<file path="src/rtl/rdo_pkg.sv">
package rdo_pkg;

    // Sequencer states; the encoding carries no meaning outside the block.
    typedef enum logic [3:0] {
        S_IDLE,
        S_STROBE,
        S_CONVERT,
        S_DRAIN,
        S_LOAD,
        S_LEAD_A,
        S_LEAD_B,
        S_BWAIT,
        S_FLUSH,
        S_END
    } rdo_state_e;

endpackage

</file>
<file path="src/rtl/rdo_read_timer.sv">
// Holds the readout busy for exactly len cycles after a kick.
module rdo_read_timer #(
    parameter int LEN_W = 16
) (
    input  logic             clk,
    input  logic             rst_n,
    input  logic             kick,
    input  logic [LEN_W-1:0] len,
    output logic             busy
);
    logic [LEN_W-1:0] remain_q;

    always_ff @(posedge clk or negedge rst_n) begin
        if (!rst_n) begin
            busy     <= 1'b0;
            remain_q <= '0;
        end else if (kick) begin
            busy     <= 1'b1;
            remain_q <= len - LEN_W'(1);
        end else if (busy) begin
            if (remain_q == '0) begin
                busy <= 1'b0;
            end else begin
                remain_q <= remain_q - LEN_W'(1);
            end
        end
    end
endmodule

</file>
<file path="src/rtl/rdo_done_watch.sv">
// Counts cycles spent waiting for conversion completion.
module rdo_done_watch #(
    parameter int TMO_W = 16
) (
    input  logic             clk,
    input  logic             rst_n,
    input  logic             run,
    input  logic [TMO_W-1:0] limit,
    output logic             expire
);
    logic [TMO_W-1:0] wait_q;

    always_ff @(posedge clk or negedge rst_n) begin
        if (!rst_n) begin
            wait_q <= '0;
        end else if (run) begin
            wait_q <= wait_q + TMO_W'(1);
        end else begin
            wait_q <= '0;
        end
    end

    assign expire = run && (wait_q == limit - TMO_W'(1));
endmodule

</file>
<file path="src/rtl/rdo_row_track.sv">
// Tracks the row under conversion and the row in the output register.
module rdo_row_track #(
    parameter int ROW_W = 10
) (
    input  logic             clk,
    input  logic             rst_n,
    input  logic             init,
    input  logic [ROW_W-1:0] first,
    input  logic [ROW_W-1:0] last,
    input  logic             advance,
    output logic [ROW_W-1:0] conv_row,
    output logic [ROW_W-1:0] read_row,
    output logic             at_last
);
    assign at_last = (conv_row == last);

    always_ff @(posedge clk or negedge rst_n) begin
        if (!rst_n) begin
            conv_row <= '0;
            read_row <= '0;
        end else if (init) begin
            conv_row <= first;
        end else if (advance) begin
            read_row <= conv_row;
            if (!at_last) begin
                conv_row <= conv_row + ROW_W'(1);
            end
        end
    end
endmodule

</file>
<file path="src/rtl/row_readout_ctrl.sv">
module row_readout_ctrl
    import rdo_pkg::*;
#(
    parameter int ROW_W = 10,
    parameter int LEN_W = 16,
    parameter int TMO_W = 16
) (
    input  logic             clk,
    input  logic             rst_n,
    input  logic             start,
    input  logic             burst_mode,
    input  logic [ROW_W-1:0] first_row,
    input  logic [ROW_W-1:0] last_row,
    input  logic [LEN_W-1:0] read_len,
    input  logic [TMO_W-1:0] done_timeout,
    input  logic             conv_done_n,
    output logic [ROW_W-1:0] sel_row,
    output logic             conv_go_n,
    output logic             xfer_n,
    output logic             rd_en_n,
    output logic             row_valid,
    output logic [ROW_W-1:0] valid_row,
    output logic             frame_start,
    output logic             frame_end,
    output logic             timeout_err
);
    rdo_state_e state, nxt;

    // Frame configuration captured at acceptance
    logic             cfg_burst_q;
    logic [ROW_W-1:0] cfg_last_q;
    logic [LEN_W-1:0] cfg_len_q;
    logic [TMO_W-1:0] cfg_tmo_q;
    logic             first_pend_q;
    logic             err_q;

    logic             rd_busy;
    logic             tmo_hit;
    logic             at_last;
    logic [ROW_W-1:0] conv_row;
    logic [ROW_W-1:0] read_row;
    logic             accept;
    logic             done_seen;

    assign accept    = (state == S_IDLE) && start && !rd_busy;
    assign done_seen = (state == S_CONVERT) && !conv_done_n;

    rdo_read_timer #(.LEN_W(LEN_W)) u_read (
        .clk   (clk),
        .rst_n (rst_n),
        .kick  (state == S_LOAD),
        .len   (cfg_len_q),
        .busy  (rd_busy)
    );

    rdo_done_watch #(.TMO_W(TMO_W)) u_watch (
        .clk    (clk),
        .rst_n  (rst_n),
        .run    (state == S_CONVERT),
        .limit  (cfg_tmo_q),
        .expire (tmo_hit)
    );

    rdo_row_track #(.ROW_W(ROW_W)) u_rows (
        .clk      (clk),
        .rst_n    (rst_n),
        .init     (accept),
        .first    (first_row),
        .last     (cfg_last_q),
        .advance  (state == S_LOAD),
        .conv_row (conv_row),
        .read_row (read_row),
        .at_last  (at_last)
    );

    // State register
    always_ff @(posedge clk or negedge rst_n) begin
        if (!rst_n) begin
            state <= S_IDLE;
        end else begin
            state <= nxt;
        end
    end

    // Frame configuration, first-row marker and error flag
    always_ff @(posedge clk or negedge rst_n) begin
        if (!rst_n) begin
            cfg_burst_q  <= 1'b0;
            cfg_last_q   <= '0;
            cfg_len_q    <= LEN_W'(1);
            cfg_tmo_q    <= TMO_W'(1);
            first_pend_q <= 1'b0;
            err_q        <= 1'b0;
        end else begin
            if (accept) begin
                cfg_burst_q  <= burst_mode;
                cfg_last_q   <= last_row;
                cfg_len_q    <= read_len;
                cfg_tmo_q    <= done_timeout;
                first_pend_q <= 1'b1;
                err_q        <= 1'b0;
            end else if (state == S_STROBE) begin
                first_pend_q <= 1'b0;
            end
            if ((state == S_CONVERT) && conv_done_n && tmo_hit) begin
                err_q <= 1'b1;
            end
        end
    end

    // Next-state decision
    always_comb begin
        nxt = state;
        unique case (state)
            S_IDLE: begin
                if (accept) nxt = S_STROBE;
            end
            S_STROBE: begin
                nxt = S_CONVERT;
            end
            S_CONVERT: begin
                if (done_seen) begin
                    nxt = rd_busy ? S_DRAIN : S_LOAD;
                end else if (tmo_hit) begin
                    nxt = S_IDLE;
                end
            end
            S_DRAIN: begin
                if (!rd_busy) nxt = S_LOAD;
            end
            S_LOAD: begin
                if (at_last)          nxt = S_FLUSH;
                else if (cfg_burst_q) nxt = S_BWAIT;
                else                  nxt = S_LEAD_A;
            end
            S_LEAD_A: begin
                nxt = S_LEAD_B;
            end
            S_LEAD_B: begin
                nxt = S_STROBE;
            end
            S_BWAIT: begin
                if (!rd_busy) nxt = S_STROBE;
            end
            S_FLUSH: begin
                if (!rd_busy) nxt = S_END;
            end
            S_END: begin
                nxt = S_IDLE;
            end
            default: begin
                nxt = S_IDLE;
            end
        endcase
    end

    // Output decode
    always_comb begin
        sel_row     = conv_row;
        conv_go_n   = !(state == S_STROBE);
        xfer_n      = !(state == S_LOAD);
        rd_en_n     = !rd_busy;
        row_valid   = rd_busy;
        valid_row   = read_row;
        frame_start = (state == S_STROBE) && first_pend_q;
        frame_end   = (state == S_END);
        timeout_err = err_q;
    end
endmodule

</file>
<file path="config.mk">
export PLATFORM = sky130hd
export DESIGN_NAME = row_readout_ctrl
export DESIGN_NICKNAME = d
export VERILOG_FILES = /design/src/rtl/rdo_pkg.sv /design/src/rtl/rdo_read_timer.sv /design/src/rtl/rdo_done_watch.sv /design/src/rtl/rdo_row_track.sv /design/src/rtl/row_readout_ctrl.sv
export SDC_FILE = /design/constraint.sdc
export NUM_CORES = 1
export LEC_CHECK = 0
export BUFFER_PORTS_ARGS = -buffer_cell sky130_fd_sc_hd__buf_4
export CAP_MARGIN = 20
export CORE_UTILIZATION = 45
export DETAILED_ROUTE_END_ITERATION = 10
export GPL_TIMING_DRIVEN = 0
export PLACE_DENSITY = 0.65
export REMOVE_ABC_BUFFERS = 1
export SYNTH_ARGS = -nofsm -noshare
export SYNTH_HDL_FRONTEND = slang
export SYNTH_SLANG_ARGS = --single-unit
</file>
<file path="constraint.sdc">
create_clock -name clk -period 3.7 [get_ports clk]
set_input_delay 0.37 -clock clk [delete_from_list [all_inputs] [get_ports clk]]
set_output_delay 0.37 -clock clk [all_outputs]
set_load 0.03 [all_outputs]
</file>
==> impl_metrics.json, run 1 <==
{
  "drt-wirelength-per-cell_um": 14.4,
  "vias": 4821,
  "internal-power_mw": 2.98,
  "hold_ws_ns": -0.00242,
  "ir_worst_vdd_mv": 0.403,
  "p_switching_mw": 2.24,
  "outcome": "complete, but fails checks",
  "end_kind": "flip-flop",
  "synth_top_area_cell": "dfrtp_1",
  "synth_flop_cell": "dfrtp_1",
  "drv_slew": 0,
  "period_minus_slack_ns": 3.01,
  "cts_resized": 0,
  "ctsHoldBuffers": 0,
  "hp-class": "primary input to async pin",
  "worstPathMaxFanout": 19,
  "grt-ovfl-total": 0,
  "insertion_delay_ns": 0.35,
  "dp_hpwl_mm": 9.14,
  "drt-initial-drc-count": 236,
  "worstPathRequired_ns": 3.94,
  "first_pass_iters": 4,
  "die_x_um": 114,
  "slew_headroom_pct": 47.7,
  "fmax_ghz": 0.332,
  "synth_cells": 669,
  "wl_met1_mm": 5.82,
  "synth_warnings": 0,
  "synth.top_cells.by_count": "nand2_1, dfrtp_1, nor2_1",
  "ys_seq_area_share_pct": 45.0,
  "dpl_worst_slack_ns": 0.0561,
  "cts_tree": "yes",
  "rsz0062_at_grt": "no",
  "hold_violations": 4,
  "grt_pass1_wl_mm": 22.3,
  "wl_met3_um": 640,
  "crit_arrival_ns": 3.25,
  "grt_use_total_pct": 21.6,
  "antenna_found_initial": 0,
  "clock_sinks": 102,
  "cp.depth": 10,
  "multi_input_area_um2": 2960,
  "cts_made_buffers": 9,
  "grt_max_degree": 67,
  "grt_pass1_vias": 4661,
  "post_cts_buffers": 0,
  "crit_path_top_delay_cell": "dfrtp_1",
  "synth_edf_count": 0,
  "crit_chain": "nor4b_4 > buf_4 > buf_6 > mux2i_1 > ha_1 > inv_1 > a221o_1 > nor3_1 > xnor2_1 > mux2i_1",
  "num_rows": 40,
  "routed_wl_mm": 13.1,
  "io_buffers": 83,
  "nets": 796,
  "drc_errors": 0,
  "setup_viol": 0,
  "area_growth_pct": 19.2,
  "maxCapViolations": 0,
  "clk_pin_slew_worst_paths_ns": 0.07,
  "cts_root_buf": "clkbuf_16",
  "async_flop_share_pct": 100,
  "nFillCells": 1082,
  "p_comb_share_pct": 41.3,
  "dieArea_um2": 13100,
  "cellPowerDensity_nw_per_um2": 771,
  "via_per_inst": 5.32,
  "p_leak_nw": 3.07,
  "synth_area_leaders": "dfrtp_1, nand2_1, xor2_1",
  "slowest_delay_ns": 0.51,
  "io_pins": 84,
  "seqCellArea_um2": 2550,
  "switching_share_pct": 42.9,
  "clock_power_share_pct": 16.9,
  "violations": "negative hold slack",
  "critPathLaunchType": "flip-flop",
  "crit_buf_inv": 3,
  "skew_ns": 0.00884,
  "htreeDepth": 3,
  "initial_core_util_pct": 46.7,
  "rr_worst_depth": 10,
  "syn_avg_cell_area_um2": 8.49,
  "drive_gt1_share_pct": 16.6,
  "crit_family": "simple AND/OR/NAND/NOR gates",
  "core-area_um2": 12200,
  "ys_types": 63,
  "critPathMostFrequentCell": "mux2i_1",
  "clockBufferDepth": 2,
  "tightest_slew_ns": 0.777,
  "antenna_cells": 0,
  "yosysTopAreaCellShare_pct": 44.0,
  "synth.most_common_cell": "nand2_1",
  "syn_area_um2": 5680,
  "ys_seq_elements": 102,
  "top_layer": "met4",
  "seq_power_share_pct": 41.8,
  "layout_setup_ws_ns": 0.686,
  "die_y_um": 114,
  "critical_path_class": "flip-flop to flip-flop",
  "period_share_pct": 81.5,
  "wl_met2_mm": 6.46,
  "postRouteAntennaNets": 0,
  "globalplace.congestion": 0.848
}
[layout make-up]
| cell class | instances | share of cell area, % |
|---|---|---|
| flip-flops and latches | 102 | 37.7 |
| clock inverters | 5 | 0.536 |
| inverters | 8 | 0.443 |
| repair buffers | 93 | 11.1 |
| well taps | 168 | 3.10 |
| multi-input cells | 521 | 43.7 |
| clock buffers | 10 | 3.38 |
[final timing paths]
| check | slack [ns] | from | end |
|---|---|---|---|
| worst max-delay path | 0.69 | state[1] | u_read.remain_q[14] |
| worst min-delay path | -0.002 | rst_n | first_pend_q |
| worst max register to register | 0.69 | state[1] | u_read.remain_q[14] |
| min in group clk | 0.20 | read_len[9] | cfg_len_q[9] |
| worst min register to register | 0.48 | u_rows.read_row[7] | u_rows.read_row[7] |
| max in group asynchronous | 2.97 | rst_n | cfg_len_q[0] |
[logic make-up (layout without fill, tap and decap cells)]
group	after synthesis	in the layout	share of synthesized area, %
buffers and inverters	46	116	3.13
xor gates and xnor gates	69	69	10.6
DFF	102	102	45.0
muxes	9	9	1.63
AOI/OAI and AO/OA	78	78	9.45
adders and majority gates	4	4	0.881
and+or+nand+nor	361	361	29.3
[layout by cell type (no fill, tap or decap), types with 4 or more instances in the layout]
cell	Yosys	layout
a211oi_1	4	4
a21oi_1	18	18
a31oi_1	6	6
and3_1	7	6
buf_4	0	88
clkbuf_16	0	9
dfrtp_1	100	100
ha_1	4	4
inv_1	6	6
mux2i_1	7	7
nand2_1	197	197
nand3_1	14	13
nand3b_1	4	4
nand4_1	13	13
nor2_1	51	51
nor2b_1	4	4
nor3_1	19	19
nor4_1	9	9
o21ai_0	9	9
o21ai_1	12	12
o31ai_1	4	4
or3_1	11	11
or4_1	8	8
xnor2_1	30	30
xor2_1	39	39
[sequential cells by signal, summed over array words and instances (netlist names)]
signal and count:
state 4, u_read.remain_q 16, cfg_len_q 16, timeout_err 1, u_rows.read_row 10, first_pend_q 1, u_rows.conv_row 10, u_watch.wait_q 16
cfg_last_q 10, u_read.busy 1, cfg_tmo_q 16, cfg_burst_q 1
[power groups by stage]
stage                     combinational, mW  sequential (mW)  clock (mW)
final                                  2.16             2.19       0.883
after floorplan                        1.37             2.24           0
after detailed placement               2.15             2.19           0
after global placement                 2.06             2.17           0
after CTS                              2.16             2.18       0.910
after global routing                   2.41             2.27       0.942
[stage by stage]
stage	instance area (µm²)	utilization [%]	instances	TNS [ns]	power, mW
floorplan	5530	-	631	-0.803	3.61
global placement	6370	52.4	882	-21.71	4.23
detailed placement	6480	53.3	888	0	4.34
CTS	6740	55.5	903	0	5.25
global route	6770	55.7	907	0	5.62
finish	6770	55.7	907	0	5.23
[per-layer routing]
metal	track usage, %	up-vias
met2	34.8	103
met5	0	-
met3	5.93	16
li1	-	2388
met4	6.32	0
met1	28.5	2314
No activity file was read; power rests on OpenSTA's default activity.
==> run 2, diff against run 1 <==
--- a/config.mk
+++ b/config.mk
@@ -5,12 +5,13 @@
 export SDC_FILE = /design/constraint.sdc
 export NUM_CORES = 1
 export LEC_CHECK = 0
+export ABC_AREA = 1
 export BUFFER_PORTS_ARGS = -buffer_cell sky130_fd_sc_hd__buf_4
 export CAP_MARGIN = 20
 export CORE_UTILIZATION = 45
 export DETAILED_ROUTE_END_ITERATION = 10
 export GPL_TIMING_DRIVEN = 0
-export PLACE_DENSITY = 0.65
+export PLACE_DENSITY = 0.68
 export REMOVE_ABC_BUFFERS = 1
 export SYNTH_ARGS = -nofsm -noshare
 export SYNTH_HDL_FRONTEND = slang
==> constraint.sdc (replaced) <==
create_clock -name clk -period 2.7 [get_ports clk]
set_input_delay 0.27 -clock clk [delete_from_list [all_inputs] [get_ports clk]]
set_output_delay 0.27 -clock clk [all_outputs]
set_load 0.03 [all_outputs]
==> impl_metrics.json, run 2 <==
{
  "critPathLaunchType": "flip-flop",
  "outcome": "complete, but fails checks",
  "place_inst": 1005,
  "synth_flop_cell": "dfrtp_1",
  "grt_max_degree": 57,
  "p_leak_nw": 3.35,
  "synth_area_leaders": "dfrtp_1, nand2_1, o21ai_0",
  "mostFrequentLayoutCells": "nand2_1, dfrtp_1, inv_1",
  "vias": 5057,
  "maxCapViolations": 0,
  "cts_root_buf": "clkbuf_16",
  "insertion_delay_ns": 0.35,
  "io_pins": 84,
  "tightest_slew_ns": 0.733,
  "ys_types": 41,
  "cts_resized": 0,
  "seqCellArea_um2": 2550,
  "drc_errors": 0,
  "fin_tns_setup_ns": 0,
  "period_minus_slack_ns": 2.43,
  "cts_made_buffers": 9,
  "syn_avg_cell_area_um2": 7.40,
  "layoutNonFillerInstCount": 1021,
  "drv_slew": 0,
  "dpl_worst_slack_ns": 0.0522,
  "ys_seq_area_share_pct": 44.8,
  "ys_seq_elements": 102,
  "skew_ns": 0.00765,
  "synth_edf_count": 0,
  "slew_headroom_pct": 51.1,
  "hp-class": "primary input to async pin",
  "slowest_delay_ns": 0.43,
  "grt_pass1_wl_mm": 22.4,
  "globalplace.congestion": 0.896,
  "synth.most_common_cell": "nand2_1",
  "dieArea_um2": 13100,
  "nFillCells": 1111,
  "post_cts_buffers": 0,
  "async_flop_share_pct": 100,
  "drive_gt1_share_pct": 16.3,
  "crit_arrival_ns": 2.67,
  "period_share_pct": 89.9,
  "crit_family": "simple AND/OR/NAND/NOR gates",
  "htreeDepth": 3,
  "critical_path_class": "flip-flop to flip-flop",
  "num_rows": 40,
  "layout_setup_ws_ns": 0.274,
  "critical_path.startpoint": "state[1]",
  "placed_cell_area_um2": 6510,
  "nets": 909,
  "postRouteAntennaNets": 0,
  "core-area_um2": 12200,
  "synth_warnings": 0,
  "ctsHoldBuffers": 0,
  "hold_violations": 41,
  "cts_tree": "yes",
  "dp_hpwl_mm": 9.40,
  "syn_area_um2": 5700,
  "die_y_um": 115,
  "drt-initial-drc-count": 389,
  "grt_use_total_pct": 21.6,
  "worstPathRequired_ns": 2.95,
  "finish.utilization_pct": 56.3,
  "end_kind": "flip-flop",
  "initial_core_util_pct": 46.9,
  "area_growth_pct": 20.0,
  "first_pass_iters": 5,
  "grt_pass1_vias": 4906,
  "violations": "negative hold slack",
  "fmax_ghz": 0.412,
  "antenna_found_initial": 0,
  "die_x_um": 115,
  "synth_cells": 771,
  "synth.top_cells.by_count": "nand2_1, dfrtp_1, inv_1",
  "clockBufferDepth": 2,
  "routed_wl_mm": 13.0,
  "clk_pin_slew_worst_paths_ns": 0.07,
  "setup_viol": 0,
  "clock_sinks": 102,
  "antenna_cells": 0,
  "worstPathMaxFanout": 53,
  "io_buffers": 83,
  "multi_input_area_um2": 2700,
  "final_cell_area_um2": 6840,
  "crit_chain": "nor2_1 > nand2_4 > o21ai_2 > ha_1 > nand2_4 > nor2_2 > nand3_1 > xnor2_1 > nand2_1 > nand2_1",
  "crit_buf_inv": 0,
  "timing.rr.start": "state[1]",
  "rsz0062_at_grt": "no",
  "cellPowerDensity_nw_per_um2": 1070,
  "grt-ovfl-total": 0,
  "finalPower_mw": 7.32,
  "crit_path_top_delay_cell": "dfrtp_1",
  "synth_top_area_cell": "dfrtp_1",
  "drt-wirelength-per-cell_um": 12.7,
  "ir_worst_vdd_mv": 0.605,
  "hold_ws_ns": -0.0278,
  "yosysTopAreaCellShare_pct": 43.9,
  "final_common_cell": "nand2_1",
  "via_per_inst": 4.95
}
run 2: logic make-up after synthesis:
logic type / after synthesis / share of synthesized area [%]
xor gates and xnor gates: 27 / 4.39
buffers and inverters: 114 / 7.97
DFF: 102 / 44.8
AOI/OAI and AO/OA: 124 / 11.9
and+or+nand+nor: 400 / 30.1
adders and majority gates: 4 / 0.878
run 2: worst paths after layout:
path	to	slack [ns]	cells past startpoint
max	u_read.remain_q[12]	0.27	10
min	cfg_tmo_q[1]	-0.03	1
max reg2reg	u_read.remain_q[12]	0.27	10
min reg2reg	cfg_len_q[0]	0.48	2
max in group asynchronous	cfg_len_q[0]	1.96	2
min in group clk	cfg_len_q[15]	0.11	3
run 2: layer usage:
layer / global-route usage (%) / wire length, µm
met2: 36.4 / 6130
met4: 5.89 / 181
met3: 6.35 / 759
met1: 26.9 / 5940
met5: 0 / 0
run 2: power breakdown:
group          internal (mW)  leakage [nW]  total [mW]  switching [mW]
Combinational           1.22          1.91        3.33            2.11
Clock                  0.781         0.156        1.37           0.593
Sequential              2.13          1.29        2.62           0.493
run 2: cell type report:
class	count	area share [%]
clock inverters	5	0.951
flip-flops and latches	102	37.3
well taps	168	3.07
inverters	93	5.19
clock buffers	11	3.69
multi-input cells	555	39.5
repair buffers	87	10.3
==> run 3, diff against run 2 <==
--- a/config.mk
+++ b/config.mk
@@ -11,7 +11,8 @@
 export CORE_UTILIZATION = 45
 export DETAILED_ROUTE_END_ITERATION = 10
 export GPL_TIMING_DRIVEN = 0
-export PLACE_DENSITY = 0.68
+export PLACE_DENSITY_LB_ADDON = 0.3
+export RECOVER_POWER = 50
 export REMOVE_ABC_BUFFERS = 1
 export SYNTH_ARGS = -nofsm -noshare
 export SYNTH_HDL_FRONTEND = slang
==> impl_metrics.json, run 3 (same netlist as run 2, synthesis figures left out) <==
{
  "routed_wl_mm": 12.3,
  "slowest_delay_ns": 0.42,
  "drc_errors": 0,
  "fin_tns_setup_ns": 0,
  "post_cts_buffers": 0,
  "p_comb_share_pct": 44.2,
  "fmax_ghz": 0.429,
  "hp-class": "primary input to flip-flop",
  "rr_worst_depth": 10,
  "die_y_um": 115,
  "die_x_um": 115,
  "cts_root_buf": "clkbuf_16",
  "worstPathRequired_ns": 2.94,
  "insertion_delay_ns": 0.36,
  "maxCapViolations": 0,
  "worstPathMaxFanout": 53,
  "first_pass_iters": 4,
  "initial_core_util_pct": 46.9,
  "io_pins": 84,
  "slew_headroom_pct": 31.7,
  "dieArea_um2": 13100,
  "ff2ff_setup_slack_ns": 0.37,
  "grt_pass1_wl_mm": 21.5,
  "place_inst": 1004,
  "io_buffers": 83,
  "ir_worst_vdd_mv": 0.566,
  "internal-power_mw": 4.08,
  "wl_met3_um": 509,
  "seq_power_share_pct": 36.1,
  "htreeDepth": 3,
  "critical_path_class": "flip-flop to flip-flop",
  "hold_end": "cfg_len_q[15]",
  "layoutNonFillerInstCount": 1021,
  "final_common_cell": "nand2_1",
  "timing.rr.start": "state[1]",
  "top_layer": "met4",
  "period_minus_slack_ns": 2.33,
  "wl_met1_mm": 5.97,
  "wl_met2_mm": 5.69,
  "min_from": "read_len[15]",
  "nets": 909,
  "antenna_found_initial": 0,
  "crit_arrival_ns": 2.58,
  "crit_buf_inv": 0,
  "clk_pin_slew_worst_paths_ns": 0.08,
  "grt-ovfl-total": 0,
  "crit_chain": "nor2_1 > nand2_4 > o21ai_2 > ha_1 > nand2_4 > nor2_2 > nand3_1 > xnor2_1 > nand2_1 > nand2_1",
  "switching_share_pct": 43.7,
  "cellPowerDensity_nw_per_um2": 1070,
  "end_kind": "flip-flop",
  "p_switching_mw": 3.17,
  "via_per_inst": 4.85,
  "seqCellArea_um2": 2550,
  "antenna_cells": 0,
  "critPathLaunchType": "flip-flop",
  "crit_path_top_delay_cell": "dfrtp_1",
  "outcome": "finished clean",
  "vias": 4954,
  "drt-wirelength-per-cell_um": 12.1,
  "area_growth_pct": 18.6,
  "rsz0062_at_grt": "no",
  "crit_family": "simple AND/OR/NAND/NOR gates",
  "cts_tree": "yes",
  "skew_ns": 0.00904,
  "dp_hpwl_mm": 8.88,
  "grt_pass1_vias": 4622,
  "postRouteAntennaNets": 0,
  "core-area_um2": 12200,
  "clockBufferDepth": 2,
  "grt_use_total_pct": 20.7,
  "cts_made_buffers": 9,
  "clock_power_share_pct": 19.7,
  "nFillCells": 1197,
  "hold_violations": 0,
  "setup_viol": 0,
  "globalplace.congestion": 0.859,
  "worstReg2RegEnd": "u_read.remain_q[12]",
  "mostFrequentLayoutCells": "nand2_1, dfrtp_1, inv_1",
  "drive_gt1_share_pct": 14.4,
  "period_share_pct": 86.4,
  "clock_sinks": 102,
  "drt-initial-drc-count": 328,
  "whs_path_depth": 3,
  "num_rows": 40,
  "p_leak_nw": 3.28,
  "tightest_slew_ns": 1.02,
  "multi_input_area_um2": 2710,
  "drv_slew": 0,
  "cp.depth": 10,
  "grt_max_degree": 65
}
==> run 3: cell types whose count changed in the layout (fill, tap and decap cells not counted), sizes merged <==
cell	change
buf	-18
clkbuf	+15
bufinv	+1
dlygate4sd3	+1
inv	+1
==> run 3: timing repair <==
action / CTS / global route
resized for setup: 1 / 4
endpoints found under the hold margin: 40 / 0
endpoints found under the setup margin: 39 / 22
hold buffers: 1 / 0
==> run 3: worst max path at each step <==
| stage | slack (ns) | start | to |
|---|---|---|---|
| 6_report | 0.37 | state[1] | u_read.remain_q[12] |
| 5_1_grt | 0.1 | state[1] | u_read.remain_q[12] |
| 4_1_cts | 0.09 | state[1] | u_read.remain_q[8] |
| 3_5_place_dp | -0.27 | state[3] | u_rows.conv_row[5] |
| 3_3_place_gp | -1.82 | state[3] | u_rows.conv_row[0] |
| 2_1_floorplan | -0.61 | u_read.busy | u_rows.conv_row[0] |
==> run 3: final cells by class <==
cell class              instances  area share, %
inverters                      93           5.25
clock inverters                 7           1.54
flip-flops and latches        102           37.8
multi-input cells             555           40.0
well taps                     168           3.11
clock buffers                   9           3.33
repair buffers                 87           8.97
==> run 3: power groups by stage <==
stage	clock, mW	sequential [mW]	combinational (mW)
floorplan	0	2.78	2.19
global placement	0	2.63	3.20
detailed placement	0	2.64	3.28
CTS	1.48	2.63	3.30
global route	1.53	2.70	3.71
finish	1.43	2.62	3.21
==> run 3: routing by layer <==
| metal | track usage [%] | up-vias |
|---|---|---|
| met5 | 0 | - |
| li1 | - | 2605 |
| met1 | 28.1 | 2241 |
| met3 | 5.40 | 10 |
| met4 | 6.15 | 0 |
| met2 | 32.6 | 98 |
==> run 3: stage by stage <==
stage	hold slack (ns)	power (mW)	setup WS (ns)	utilization (%)	cell area [µm²]
floorplan	-0.0256	4.97	-0.614	-	5600
global placement	0.462	5.84	-1.82	52.9	6430
detailed placement	0.300	5.92	-0.269	53.3	6480
CTS	0.0866	7.40	0.0945	56.1	6830
global route	0.0989	7.94	0.0991	55.6	6760
finish	0.101	7.26	0.366	55.6	6760
==> run 3: worst reg2reg max path: stages, from the launching register on <==
cell and delay (ns):
dfrtp_1 0.42, nor2_1 0.18, nand2_4 0.35, o21ai_2 0.37, ha_1 0.31, nand2_4 0.10, nor2_2 0.13, nand3_1 0.09
xnor2_1 0.14, nand2_1 0.06, nand2_1 0.06
